### src/rtl/bts_pkg.sv
package bts_pkg;
  localparam int BYTE_W = 8;

  typedef struct packed {
    logic rep;
    logic cmp;
    logic dec;
  } bts_op_t;

  localparam int FLG_S  = 7;
  localparam int FLG_Z  = 6;
  localparam int FLG_Y  = 5;
  localparam int FLG_H  = 4;
  localparam int FLG_X  = 3;
  localparam int FLG_PV = 2;
  localparam int FLG_N  = 1;
  localparam int FLG_C  = 0;
endpackage

### src/rtl/bts_phase_ctr.sv
module bts_phase_ctr #(
  parameter int STEP_LEN = 16,
  parameter int LOOP_LEN = 21,
  parameter int RD_SLOT  = 8,
  parameter int WR_SLOT  = 11,
  localparam int CW       = $clog2(LOOP_LEN + 1),
  localparam int CAP_SLOT = RD_SLOT + 1
) (
  input  logic clk,
  input  logic rst_n,
  input  logic launch,
  input  logic run,
  input  logic long_iter,
  output logic rd_slot,
  output logic cap_slot,
  output logic wr_slot,
  output logic iter_end
);
  logic [CW-1:0] cyc_q, cyc_d, last_c;
  logic          cnt_en;

  always_comb begin
    last_c   = long_iter ? CW'(LOOP_LEN - 1) : CW'(STEP_LEN - 1);
    iter_end = run && (cyc_q == last_c);
    rd_slot  = run && (cyc_q == CW'(RD_SLOT));
    cap_slot = run && (cyc_q == CW'(CAP_SLOT));
    wr_slot  = run && (cyc_q == CW'(WR_SLOT));
    cnt_en   = launch | run;
    if (launch || iter_end) cyc_d = '0;
    else                    cyc_d = cyc_q + 1'b1;
  end

  always_ff @(posedge clk or negedge rst_n) begin
    if (!rst_n)      cyc_q <= '0;
    else if (cnt_en) cyc_q <= cyc_d;
  end


  cyc_bound_chk: assert property (@(posedge clk) disable iff (!rst_n)
    run |-> (cyc_q < CW'(LOOP_LEN)));
endmodule

### src/rtl/bts_ptr_step.sv
module bts_ptr_step #(
  parameter int W = 16
) (
  input  logic [W-1:0] val,
  input  logic         dec,
  output logic [W-1:0] nxt
);
  always_comb nxt = dec ? (val - 1'b1) : (val + 1'b1);
endmodule

### src/rtl/bts_flag_calc.sv
module bts_flag_calc
  import bts_pkg::*;
(
  input  logic              cmp,
  input  logic [BYTE_W-1:0] acc,
  input  logic [BYTE_W-1:0] data,
  input  logic              bc_nz,
  input  logic [7:0]        flg_old,
  output logic [7:0]        flg_new,
  output logic              match
);
  logic [BYTE_W-1:0] sum, diff, adj;
  logic              half;

  always_comb begin
    sum   = acc + data;
    diff  = acc - data;
    half  = acc[3:0] < data[3:0];
    adj   = diff - {{(BYTE_W-1){1'b0}}, half};
    match = (diff == '0);
    flg_new = flg_old;
    flg_new[FLG_PV] = bc_nz;
    if (cmp) begin
      flg_new[FLG_S] = diff[7];
      flg_new[FLG_Z] = match;
      flg_new[FLG_Y] = adj[1];
      flg_new[FLG_H] = half;
      flg_new[FLG_X] = adj[3];
      flg_new[FLG_N] = 1'b1;
    end else begin
      flg_new[FLG_Y] = sum[1];
      flg_new[FLG_H] = 1'b0;
      flg_new[FLG_X] = sum[3];
      flg_new[FLG_N] = 1'b0;
    end
  end
endmodule

### src/rtl/bts_block_seq.sv
module bts_block_seq
  import bts_pkg::*;
#(
  parameter int ADDR_W   = 16,
  parameter int CNT_W    = 16,
  parameter int STEP_LEN = 16,
  parameter int LOOP_LEN = 21,
  parameter int RD_SLOT  = 8,
  parameter int WR_SLOT  = 11
) (
  input  logic              clk,
  input  logic              rst_n,
  input  logic              start,
  input  logic [2:0]        op,
  input  logic [BYTE_W-1:0] a_in,
  input  logic [CNT_W-1:0]  bc_in,
  input  logic [ADDR_W-1:0] de_in,
  input  logic [ADDR_W-1:0] hl_in,
  input  logic [7:0]        flags_in,
  output logic [ADDR_W-1:0] mem_addr,
  output logic              mem_rd,
  output logic              mem_wr,
  output logic [BYTE_W-1:0] mem_wdata,
  input  logic [BYTE_W-1:0] mem_rdata,
  output logic [CNT_W-1:0]  bc_out,
  output logic [ADDR_W-1:0] de_out,
  output logic [ADDR_W-1:0] hl_out,
  output logic [7:0]        flags_out,
  output logic              busy,
  output logic              done
);
  bts_op_t           op_q, op_d;
  logic [BYTE_W-1:0] a_q, a_d, byte_q, byte_d;
  logic [CNT_W-1:0]  bc_q, bc_d, bc_nxt;
  logic [ADDR_W-1:0] de_q, de_d, de_nxt, hl_q, hl_d, hl_nxt;
  logic [7:0]        flg_q, flg_d, flg_new;
  logic              busy_q, busy_d, done_q, done_d;
  logic              accept, more, match, bc_nz;
  logic              rd_slot, cap_slot, wr_slot, iter_end;
  logic              reg_en;

  bts_ptr_step #(.W(CNT_W))  u_bc_step (.val(bc_q), .dec(1'b1),     .nxt(bc_nxt));
  bts_ptr_step #(.W(ADDR_W)) u_hl_step (.val(hl_q), .dec(op_q.dec), .nxt(hl_nxt));
  bts_ptr_step #(.W(ADDR_W)) u_de_step (.val(de_q), .dec(op_q.dec), .nxt(de_nxt));

  bts_flag_calc u_flags (
    .cmp     (op_q.cmp),
    .acc     (a_q),
    .data    (byte_q),
    .bc_nz   (bc_nz),
    .flg_old (flg_q),
    .flg_new (flg_new),
    .match   (match)
  );

  bts_phase_ctr #(
    .STEP_LEN (STEP_LEN),
    .LOOP_LEN (LOOP_LEN),
    .RD_SLOT  (RD_SLOT),
    .WR_SLOT  (WR_SLOT)
  ) u_phase (
    .clk       (clk),
    .rst_n     (rst_n),
    .launch    (accept),
    .run       (busy_q),
    .long_iter (more),
    .rd_slot   (rd_slot),
    .cap_slot  (cap_slot),
    .wr_slot   (wr_slot),
    .iter_end  (iter_end)
  );

  always_comb begin
    accept = start && !busy_q;
    bc_nz  = |bc_nxt;
    more   = op_q.rep && bc_nz && !(op_q.cmp && match);
    reg_en = accept | iter_end;

    op_d   = op_q;
    a_d    = a_q;
    bc_d   = bc_q;
    de_d   = de_q;
    hl_d   = hl_q;
    flg_d  = flg_q;
    busy_d = busy_q;
    done_d = 1'b0;
    byte_d = cap_slot ? mem_rdata : byte_q;

    if (accept) begin
      op_d   = bts_op_t'(op);
      a_d    = a_in;
      bc_d   = bc_in;
      de_d   = de_in;
      hl_d   = hl_in;
      flg_d  = flags_in;
      busy_d = 1'b1;
    end else if (iter_end) begin
      bc_d  = bc_nxt;
      hl_d  = hl_nxt;
      de_d  = op_q.cmp ? de_q : de_nxt;
      flg_d = flg_new;
      if (!more) begin
        busy_d = 1'b0;
        done_d = 1'b1;
      end
    end
  end

  always_ff @(posedge clk or negedge rst_n) begin
    if (!rst_n) begin
      op_q  <= '0;
      a_q   <= '0;
      bc_q  <= '0;
      de_q  <= '0;
      hl_q  <= '0;
      flg_q <= '0;
    end else if (reg_en) begin
      op_q  <= op_d;
      a_q   <= a_d;
      bc_q  <= bc_d;
      de_q  <= de_d;
      hl_q  <= hl_d;
      flg_q <= flg_d;
    end
  end

  always_ff @(posedge clk or negedge rst_n) begin
    if (!rst_n) begin
      busy_q <= 1'b0;
      done_q <= 1'b0;
    end else begin
      busy_q <= busy_d;
      done_q <= done_d;
    end
  end

  always_ff @(posedge clk or negedge rst_n) begin
    if (!rst_n)        byte_q <= '0;
    else if (cap_slot) byte_q <= byte_d;
  end

  always_comb begin
    mem_rd    = rd_slot;
    mem_wr    = wr_slot && !op_q.cmp;
    mem_addr  = mem_wr ? de_q : hl_q;
    mem_wdata = byte_q;
    bc_out    = bc_q;
    de_out    = de_q;
    hl_out    = hl_q;
    flags_out = flg_q;
    busy      = busy_q;
    done      = done_q;
  end


  wr_in_busy_chk: assert property (@(posedge clk) disable iff (!rst_n)
    mem_wr |-> busy_q);

  single_access_chk: assert property (@(posedge clk) disable iff (!rst_n)
    !(mem_rd && mem_wr));

  done_pulse_chk: assert property (@(posedge clk) disable iff (!rst_n)
    done_q |=> !done_q);

  copy_rep_end_chk: assert property (@(posedge clk) disable iff (!rst_n)
    (done_q && op_q.rep && !op_q.cmp) |-> (bc_q == '0));

  cmp_rep_end_chk: assert property (@(posedge clk) disable iff (!rst_n)
    (done_q && op_q.rep && op_q.cmp) |-> ((bc_q == '0) || flg_q[FLG_Z]));

  pv_at_done_chk: assert property (@(posedge clk) disable iff (!rst_n)
    done_q |-> (flg_q[FLG_PV] == (bc_q != '0)));
endmodule

### config.mk
export PLATFORM = sky130hd
export DESIGN_NAME = bts_block_seq
export DESIGN_NICKNAME = d
export VERILOG_FILES = /design/src/rtl/bts_pkg.sv /design/src/rtl/bts_phase_ctr.sv /design/src/rtl/bts_ptr_step.sv /design/src/rtl/bts_flag_calc.sv /design/src/rtl/bts_block_seq.sv
export SDC_FILE = /design/constraint.sdc
export NUM_CORES = 1
export LEC_CHECK = 0
export BUFFER_PORTS_ARGS = -buffer_cell sky130_fd_sc_hd__clkbuf_2
export CORE_ASPECT_RATIO = 0.6
export CORE_UTILIZATION = 25
export CTS_BUF_LIST = sky130_fd_sc_hd__clkbuf_16
export CTS_CLUSTER_SIZE = 8
export DETAILED_ROUTE_END_ITERATION = 8
export GPL_TIMING_DRIVEN = 0
export PLACE_DENSITY = 0.43
export SYNTH_ARGS = -nofsm -noshare
export SYNTH_HDL_FRONTEND = slang
export SYNTH_SLANG_ARGS = --single-unit
### constraint.sdc
create_clock -name clk -period 4.9 [get_ports clk]
set_clock_uncertainty 0.1 [all_clocks]
set_input_delay 0.245 -clock clk [delete_from_list [all_inputs] [get_ports clk]]
set_output_delay 0.245 -clock clk [all_outputs]
set_load 0.01 [all_outputs]
# Word level (Yosys, flattened, before mapping)
# Index checks and enable logic that the tools add are counted.
[totals]
regBits = 82
inputBits = 78
output_inout_bits = 84
word_cells = 77
[classes]
addsub = 9
n_lt_le_gt_ge = 1
n_eq_ne = 6
mux = 23
bitwise_logic = 2
reduce_logical = 22
[ops]
columns = ["op", "count"]
rows = [
  ["two-way mux 16 bit", 10],
  ["subtractor 16 x 1 -> 16 bit, second input constant", 3],
  ["adder 16 x 1 -> 16 bit, second input constant", 2],
  ["two-way mux 8 bit", 2],
  ["OR reduction 16 bit", 1],
  ["equality test 5 x 4 -> 1 bit, second input constant", 3],
  ["two-way mux 5 bit", 2],
  ["logical AND 1 bit", 9],
  ["logical NOT 8 bit", 1],
  ["subtractor 8 bit", 1],
  ["two-way mux 1 bit", 7],
  ["AND reduction 2 bit", 3],
  ["AND reduction 3 bit", 2],
  ["adder 5 x 1 -> 5 bit, second input constant", 1],
  ["equality test 5 bit", 1],
  ["adder 4 bit", 1],
  ["< comparator 4 bit", 1],
  ["inequality test 2 x 1 -> 1 bit, second input constant", 2],
  ["nonzero test 2 bit", 2],
  ["subtractor 4 x 1 -> 4 bit", 1],
  ["logical NOT 1 bit", 3],
  ["two-way mux 3 bit", 1],
  ["two-way mux 2 bit", 1],
  ["OR 1 bit", 2],
  ["logical OR 1 bit", 1],
]

# Logic depth before layout (Yosys ltp)
[logic_depth]
depth_word = 10
mapped_depth = 13
depth_no_buf = 12

# Cells and area by module
# From an unflattened synthesis, not the netlist that was laid out.
[unflattened]
hier_cells = 734
area_unflattened_um2 = 6922.9
[by_module_without_submodules]
columns = ["mod", "instances", "cells_per_inst", "area_each_um2"]
rows = [
  ["bts_block_seq", 1, 324, 3737.3],
  ["bts_ptr_step at u_bc_step ...", 2, 101, 737.0],
  ["bts_ptr_step at u_hl_step", 1, 98, 738.2],
  ["bts_flag_calc", 1, 72, 580.6],
  ["bts_phase_ctr", 1, 38, 392.9],
]

# Worst setup path after synthesis
# Ideal clock, no wire load.
[synth_path]
path_kind = "flip-flop to flip-flop"
startpoint = "register bc_q[0], in the netlist bc_out[0]"
endpoint = "register de_q[15], in the netlist de_out[15]"
setup_ns = 0.082
arrival_ns = 3.380
setup_slack_ns = 1.338
stages_incl_launch_ff = 14
path_buffers = 2
synth_period_minus_slack_ns = 3.562
path_cell_list = "dfrtp_1 inv_1 ha_1 or4b_1 buf_2 or3_1 a21o_1 a2111oi_2 a21boi_2 mux2_4 or2_1 buf_6 or3_1 a31oi_1"
[synth_via]
elab_chain_cells = 9
elab_cells_between_ends = 10
cone_classes = "add/sub (1); eq/ne (1); mux (1); bitwise (1); reduce/logical (6)"
[synth_rtl]
columns = ["element", "line", "rtl"]
rows = [
  ["from (decl)", "bts_block_seq.sv:34", "logic [CNT_W-1:0] bc_q, bc_d, bc_nxt;"],
  ["from (signal assigned)", "bts_block_seq.sv:113", "bc_q <= '0;"],
  ["from (signal assigned)", "bts_block_seq.sv:120", "bc_q <= bc_d;"],
  ["subtractor 16 x 1 -> 16 bit *", "bts_ptr_step.sv:8", "always_comb nxt = dec ? (val - 1'b1) : (val + 1'b1);"],
  ["OR reduction 16 bit *", "bts_block_seq.sv:75", "bc_nz = |bc_nxt;"],
  ["logical AND 1 bit * (2 in a row)", "bts_block_seq.sv:76", "more = op_q.rep && bc_nz && !(op_q.cmp && match);"],
  ["two-way mux 5 bit *", "bts_phase_ctr.sv:23", "last_c = long_iter ? CW'(LOOP_LEN - 1) : CW'(STEP_LEN - 1);"],
  ["equality test 5 bit *", "bts_phase_ctr.sv:24", "iter_end = run && (cyc_q == last_c);"],
  ["logical AND 1 bit *", "bts_phase_ctr.sv:24", ""],
  ["nonzero test 2 bit (no line) or OR 1 bit (tied branches)", "--", ""],
  ["AND reduction 3 bit (no line) *", "--", ""],
  ["to (signal assigned)", "bts_block_seq.sv:114", "de_q <= '0;"],
  ["to (signal assigned)", "bts_block_seq.sv:121", "de_q <= de_d;"],
  ["to (decl)", "bts_block_seq.sv:35", "logic [ADDR_W-1:0] de_q, de_d, de_nxt, hl_q, hl_d, hl_nxt;"],
]
# Mark *: on every way between the ends. The rest lies on a longest branch, timed or not.
# A chain may end at the register's enable or synchronous reset.

# Final worst setup path
[layout_path]
startpoint = "register op_q[0] (netlist bit)"
endpoint = "register de_q[14], in the netlist de_out[14]"
[layout_via]
elab_chain_cells = 4
[layout_rtl]
columns = ["element", "line", "rtl"]
rows = [
  ["from (decl)", "bts_block_seq.sv:32", "bts_op_t op_q, op_d;"],
  ["from (signal assigned)", "bts_block_seq.sv:118", "op_q <= op_d;"],
  ["two-way mux 16 bit", "bts_ptr_step.sv:8", ""],
  ["two-way mux 16 bit", "bts_block_seq.sv:100", "de_d = op_q.cmp ? de_q : de_nxt;"],
  ["two-way mux 16 bit", "bts_block_seq.sv:97", "end else if (iter_end) begin"],
  ["two-way mux 16 bit", "bts_block_seq.sv:89", "if (accept) begin"],
]
# Every way passes these cells. The select of a mux whose other input is x is not followed.

==> reports/results.txt <==
The flow ran to the end, and the final reports show no timing, DRC or antenna violations. Of the total power, registers draw 25.0%. The clock root buffer master was sky130_fd_sc_hd__clkbuf_16. The routed layout has 5913 vias.

The buffers plus inverters on the worst setup path is 1. The average vias per placed instance is 4.863. The worst-case setup margin in the final layout was 0.4050 ns; the final routed wirelength across all metal layers was 22.74 mm. In this run the critical register-to-register path is captured at de_out[14]. The finished layout holds 1216 standard cells, fillers aside.

STA puts the critical path data arrival time at 4.62 ns. The kind of cell with the highest combined delay along the critical path is compound AO/OA/AOI/OAI gates. The die is 121.7 um tall. Counting flops with a built-in enable in the synthesized netlist gives 0. For the final routed database, the setup TNS stands at 0 ns. Yosys instantiated no cell more often than sky130_fd_sc_hd__nand2_1. Counting tap cells, the placed design contains a total of 1186 instances. Ranked by total cell area, the synthesized netlist is headed by sky130_fd_sc_hd__dfrtp_1 (34%), sky130_fd_sc_hd__ha_1 (9.0%), sky130_fd_sc_hd__nand2_1 (6.0%), sky130_fd_sc_hd__a21oi_1 (5.1%), sky130_fd_sc_hd__o21ai_0 (4.2%). Relative to the synthesized area, the layout overhead comes to 28.15%. The tools report the detailed-routing iteration count for the pre-antenna-repair pass as 4.

Net switching is 48.09% of the power. In the synthesized netlist the async set-or-reset flop fraction comes to 100.0%. The path class of the tightest hold or removal check is primary input to flip-flop. The tools report the summed instance area of the synthesized netlist as 5973 um^2. Counting I/O delays and the setup requirement, the final critical path takes 4.495 ns.

The leftover overflow at the end of global routing came out at 0. The worst setup path endpoint was de_out[14]. The worst hold path stage count is 3, and the count of input and output buffers is 161. In this run the static leakage power is 3.558 nW. Counting the buffers created by CTS gives 9. Once layout is complete, the utilization of the core stands at 32.93%.

The die covers 24540 um^2. For the initial antenna violation count, the log shows 1. Type of origin of the critical path: a flip-flop. The number of antenna diodes in the final layout is 0. The final-report max-slew violation count is 0, and the via count of the first global-routing pass is 5488.

The cell count after synthesis came out at 709. Endpoint class of the critical path: a flip-flop. Of the cells placed in the final design, the portion with a size suffix greater than 1 is 23.42%. The area share of the leading cell type in the synthesized netlist was 34.35%. At the placement stage, the worst setup path has a slack of 0.4794 ns. Setup repair after global routing left no endpoint under its margin. The largest individual stage delay along the critical path comes from the cell sky130_fd_sc_hd__dfrtp_1. Yosys mapped the design onto 66 distinct sky130hd cell types. Horizontal die dimension: 201.6 um. The post-CTS repair timing setup buffer count is 0, and the top fanout value on the critical path is 30. In this run the number of H-tree levels came out at 3.

STA puts the critical path data required time at 5.02 ns. The number of antenna-violating nets in the routed design is 0. TritonCTS built the clock tree. Clock latency on the worst-skew pair, taken at its later pin, is 0.36 ns.

The total clock sinks is 82. During I/O placement, the number of pins put on the boundary was 162. Walking the worst path, the cells encountered are inv_1 > fa_1 > nor2b_1 > o21a_1 > o21ai_0 > a211oi_1 > a41oi_1 > a211o_1 > and3_1 > o31ai_1 > o211ai_1. The worst-case IR drop observed on VDD is 0.2949 mV.

The startpoint of the lowest-slack register-to-register path is op_q[0]. In the routed design, unresolved DRC markers number 0. The total stage count of the critical path came out at 11. The total track usage was 18.80%; the power per standard cell area was 776.4 nW/um^2. By count the netlist is led by sky130_fd_sc_hd__nand2_1 (95), sky130_fd_sc_hd__dfrtp_1 (82), sky130_fd_sc_hd__a21oi_1 (61), sky130_fd_sc_hd__nor2_1 (54), sky130_fd_sc_hd__o21ai_0 (50). Entering global routing, the biggest net connects 52 pins. The logs give 0 for the number of maximum-capacitance violations and 0.2225 GHz for the maximum clock frequency. Headroom to the max-slew limit came out at 15.18%.

The synthesized area per cell was 8.425 um^2; the placeable core region was 23240 um^2. The logs give 62.4% for the share of total power in combinational logic and 0.41 ns for the register-to-register setup slack. For the post-synthesis sequential area ratio, the log shows 34.35%. The launching element of the worst setup path is op_q[0]. For the part of the power in the clock network, the log shows 12.6%. The starting DRC count in detailed routing is 446, and the delay of the slowest cell on the worst path is 1.18 ns. For this run, the number of Yosys warnings is 0. Critical path class: flip-flop to flip-flop. At the pin with the least slew margin, the transition time is 1.272 ns. The setup-violating endpoint count in the final report was 0. The congestion estimate from routability-driven global placement came to 0.8296.

The depth of the most critical reg-to-reg path is 11. The tools report the hold violation count in the final report as 0. The tools report the clock tree buffer depth as 2.

In this run the power spent charging and discharging nets is 2.859 mW. The internal power was 3.085 mW; the register bit count reported by yosys was 82. Summed over all nets, the half-perimeter wirelength after detailed placement is 17.56 mm. The final cycle utilization of the critical path was 91.73%.

Clock-pin slew of the registers on the worst-case setup and hold paths: 0.07 ns. The most used flip-flop cell after synthesis is sky130_fd_sc_hd__dfrtp_1. In this run the core area contains 43 standard-cell rows. The final layout contains 1021 nets.

In the final routed layout, each cell accounts on average for 18.70 um. The first-pass GRT wire length is 34.18 mm. The post-route worst hold slack is 0.005422 ns. sky130_fd_sc_hd__dfrtp_1 takes more of the synthesized area than any other cell. For the initial core utilization, the log shows 25.70%. The net count of the mapped netlist was 833.
registers in the layout, summed over array words and instances (netlist names):
signal	flops
bc_out	16
de_out	16
hl_out	16
a_q	8
flags_out	8
mem_wdata	8
u_phase.cyc_q	5
op_q	3
busy	1
done	1
cell type report:
cell class              count  area, um^2
repair buffers            177       978.4
clock inverters             6       83.83
fillers                  2556       15590
multi-input cells         547        3561
plain buffers              31       176.4
well taps                 315       394.1
flip-flops and latches     82        2052
clock buffers               9       225.2
inverters                  49       183.9
layout by cell type, fill, tap and decap left out, types with 6 or more instances in the layout:
cell and instances:
sky130_fd_sc_hd__clkbuf_2 160, sky130_fd_sc_hd__nand2_1 95, sky130_fd_sc_hd__dfrtp_1 82, sky130_fd_sc_hd__a21oi_1 61, sky130_fd_sc_hd__nor2_1 54, sky130_fd_sc_hd__inv_1 50
sky130_fd_sc_hd__o21ai_0 50, sky130_fd_sc_hd__ha_1 43, sky130_fd_sc_hd__xnor2_1 28, sky130_fd_sc_hd__nor3_1 24, sky130_fd_sc_hd__clkbuf_1 21, sky130_fd_sc_hd__o22ai_1 17
sky130_fd_sc_hd__dlygate4sd3_1 15, sky130_fd_sc_hd__nand3_1 13, sky130_fd_sc_hd__xor2_1 13, sky130_fd_sc_hd__mux2_2 11, sky130_fd_sc_hd__nand4_1 9, sky130_fd_sc_hd__nand2b_1 9
sky130_fd_sc_hd__mux2i_1 9, sky130_fd_sc_hd__clkbuf_16 9, sky130_fd_sc_hd__o21bai_1 8, sky130_fd_sc_hd__or3_1 6, sky130_fd_sc_hd__nor2b_1 6
worst register-to-register path, delay by kind of cell (launching register included):
kind / cells / cell delay (ns)
compound gates: 7 / 1.71
fa+ha+maj: 1 / 0.51
buf+inv: 1 / 0.47
flops: 1 / 1.18
simple gates: 2 / 0.40
power by group through the flow:
stage | clock network, mW | logic (mW) | registers, mW
2_1_floorplan | 0 | 2.55 | 1.43
3_3_place_gp | 0 | 3.68 | 1.50
3_5_place_dp | 0 | 3.67 | 1.49
4_1_cts | 0.771 | 3.69 | 1.48
5_1_grt | 0.801 | 4.16 | 1.54
6_report | 0.749 | 3.71 | 1.48
worst min-delay path by stage:
stage	from	to	slack [ns]
floorplan	rst_n	a_q[0]	-0.15
global placement	flags_in[0]	flags_out[0]	0.34
detailed placement	rst_n	bc_out[3]	0.33
CTS	de_in[2]	de_out[2]	0.0009
global route	bc_in[1]	bc_out[1]	0.004
finish	de_in[2]	de_out[2]	0.005
through the flow:
| step | area (um^2) | power [mW] |
|---|---|---|
| floorplan | 5973 | 3.985 |
| global placement | 7173 | 5.181 |
| detailed placement | 7196 | 5.156 |
| CTS | 7635 | 5.945 |
| global route | 7655 | 6.493 |
| finish | 7655 | 5.944 |
what timing repair did:
item / CTS / global route
hold buffers: 13 / 2
gates resized for setup: 0 / 0
hold endpoints to repair: 62 / 2
kinds of logic after synthesis:
kind of cell	count (synthesis)	share of synthesized area (%)
AOI/OAI and AO/OA	194	20.49
xor gates and xnor gates	41	6.012
adders and majority gates	46	10.01
buffers and inverters	80	6.033
DFF	82	34.35
muxes	21	3.833
and+or+nand+nor	245	19.27
per-layer routing:
layer  track usage [%]  up-vias  routed length (um)
met5                 0        -                  13
met4             3.267        2                 142
met3             4.307       11                1193
met2             24.44      181                8659
met1             30.43     2828               12730
li1                  -     2891                   -
Power figures use the tool's default switching activity.
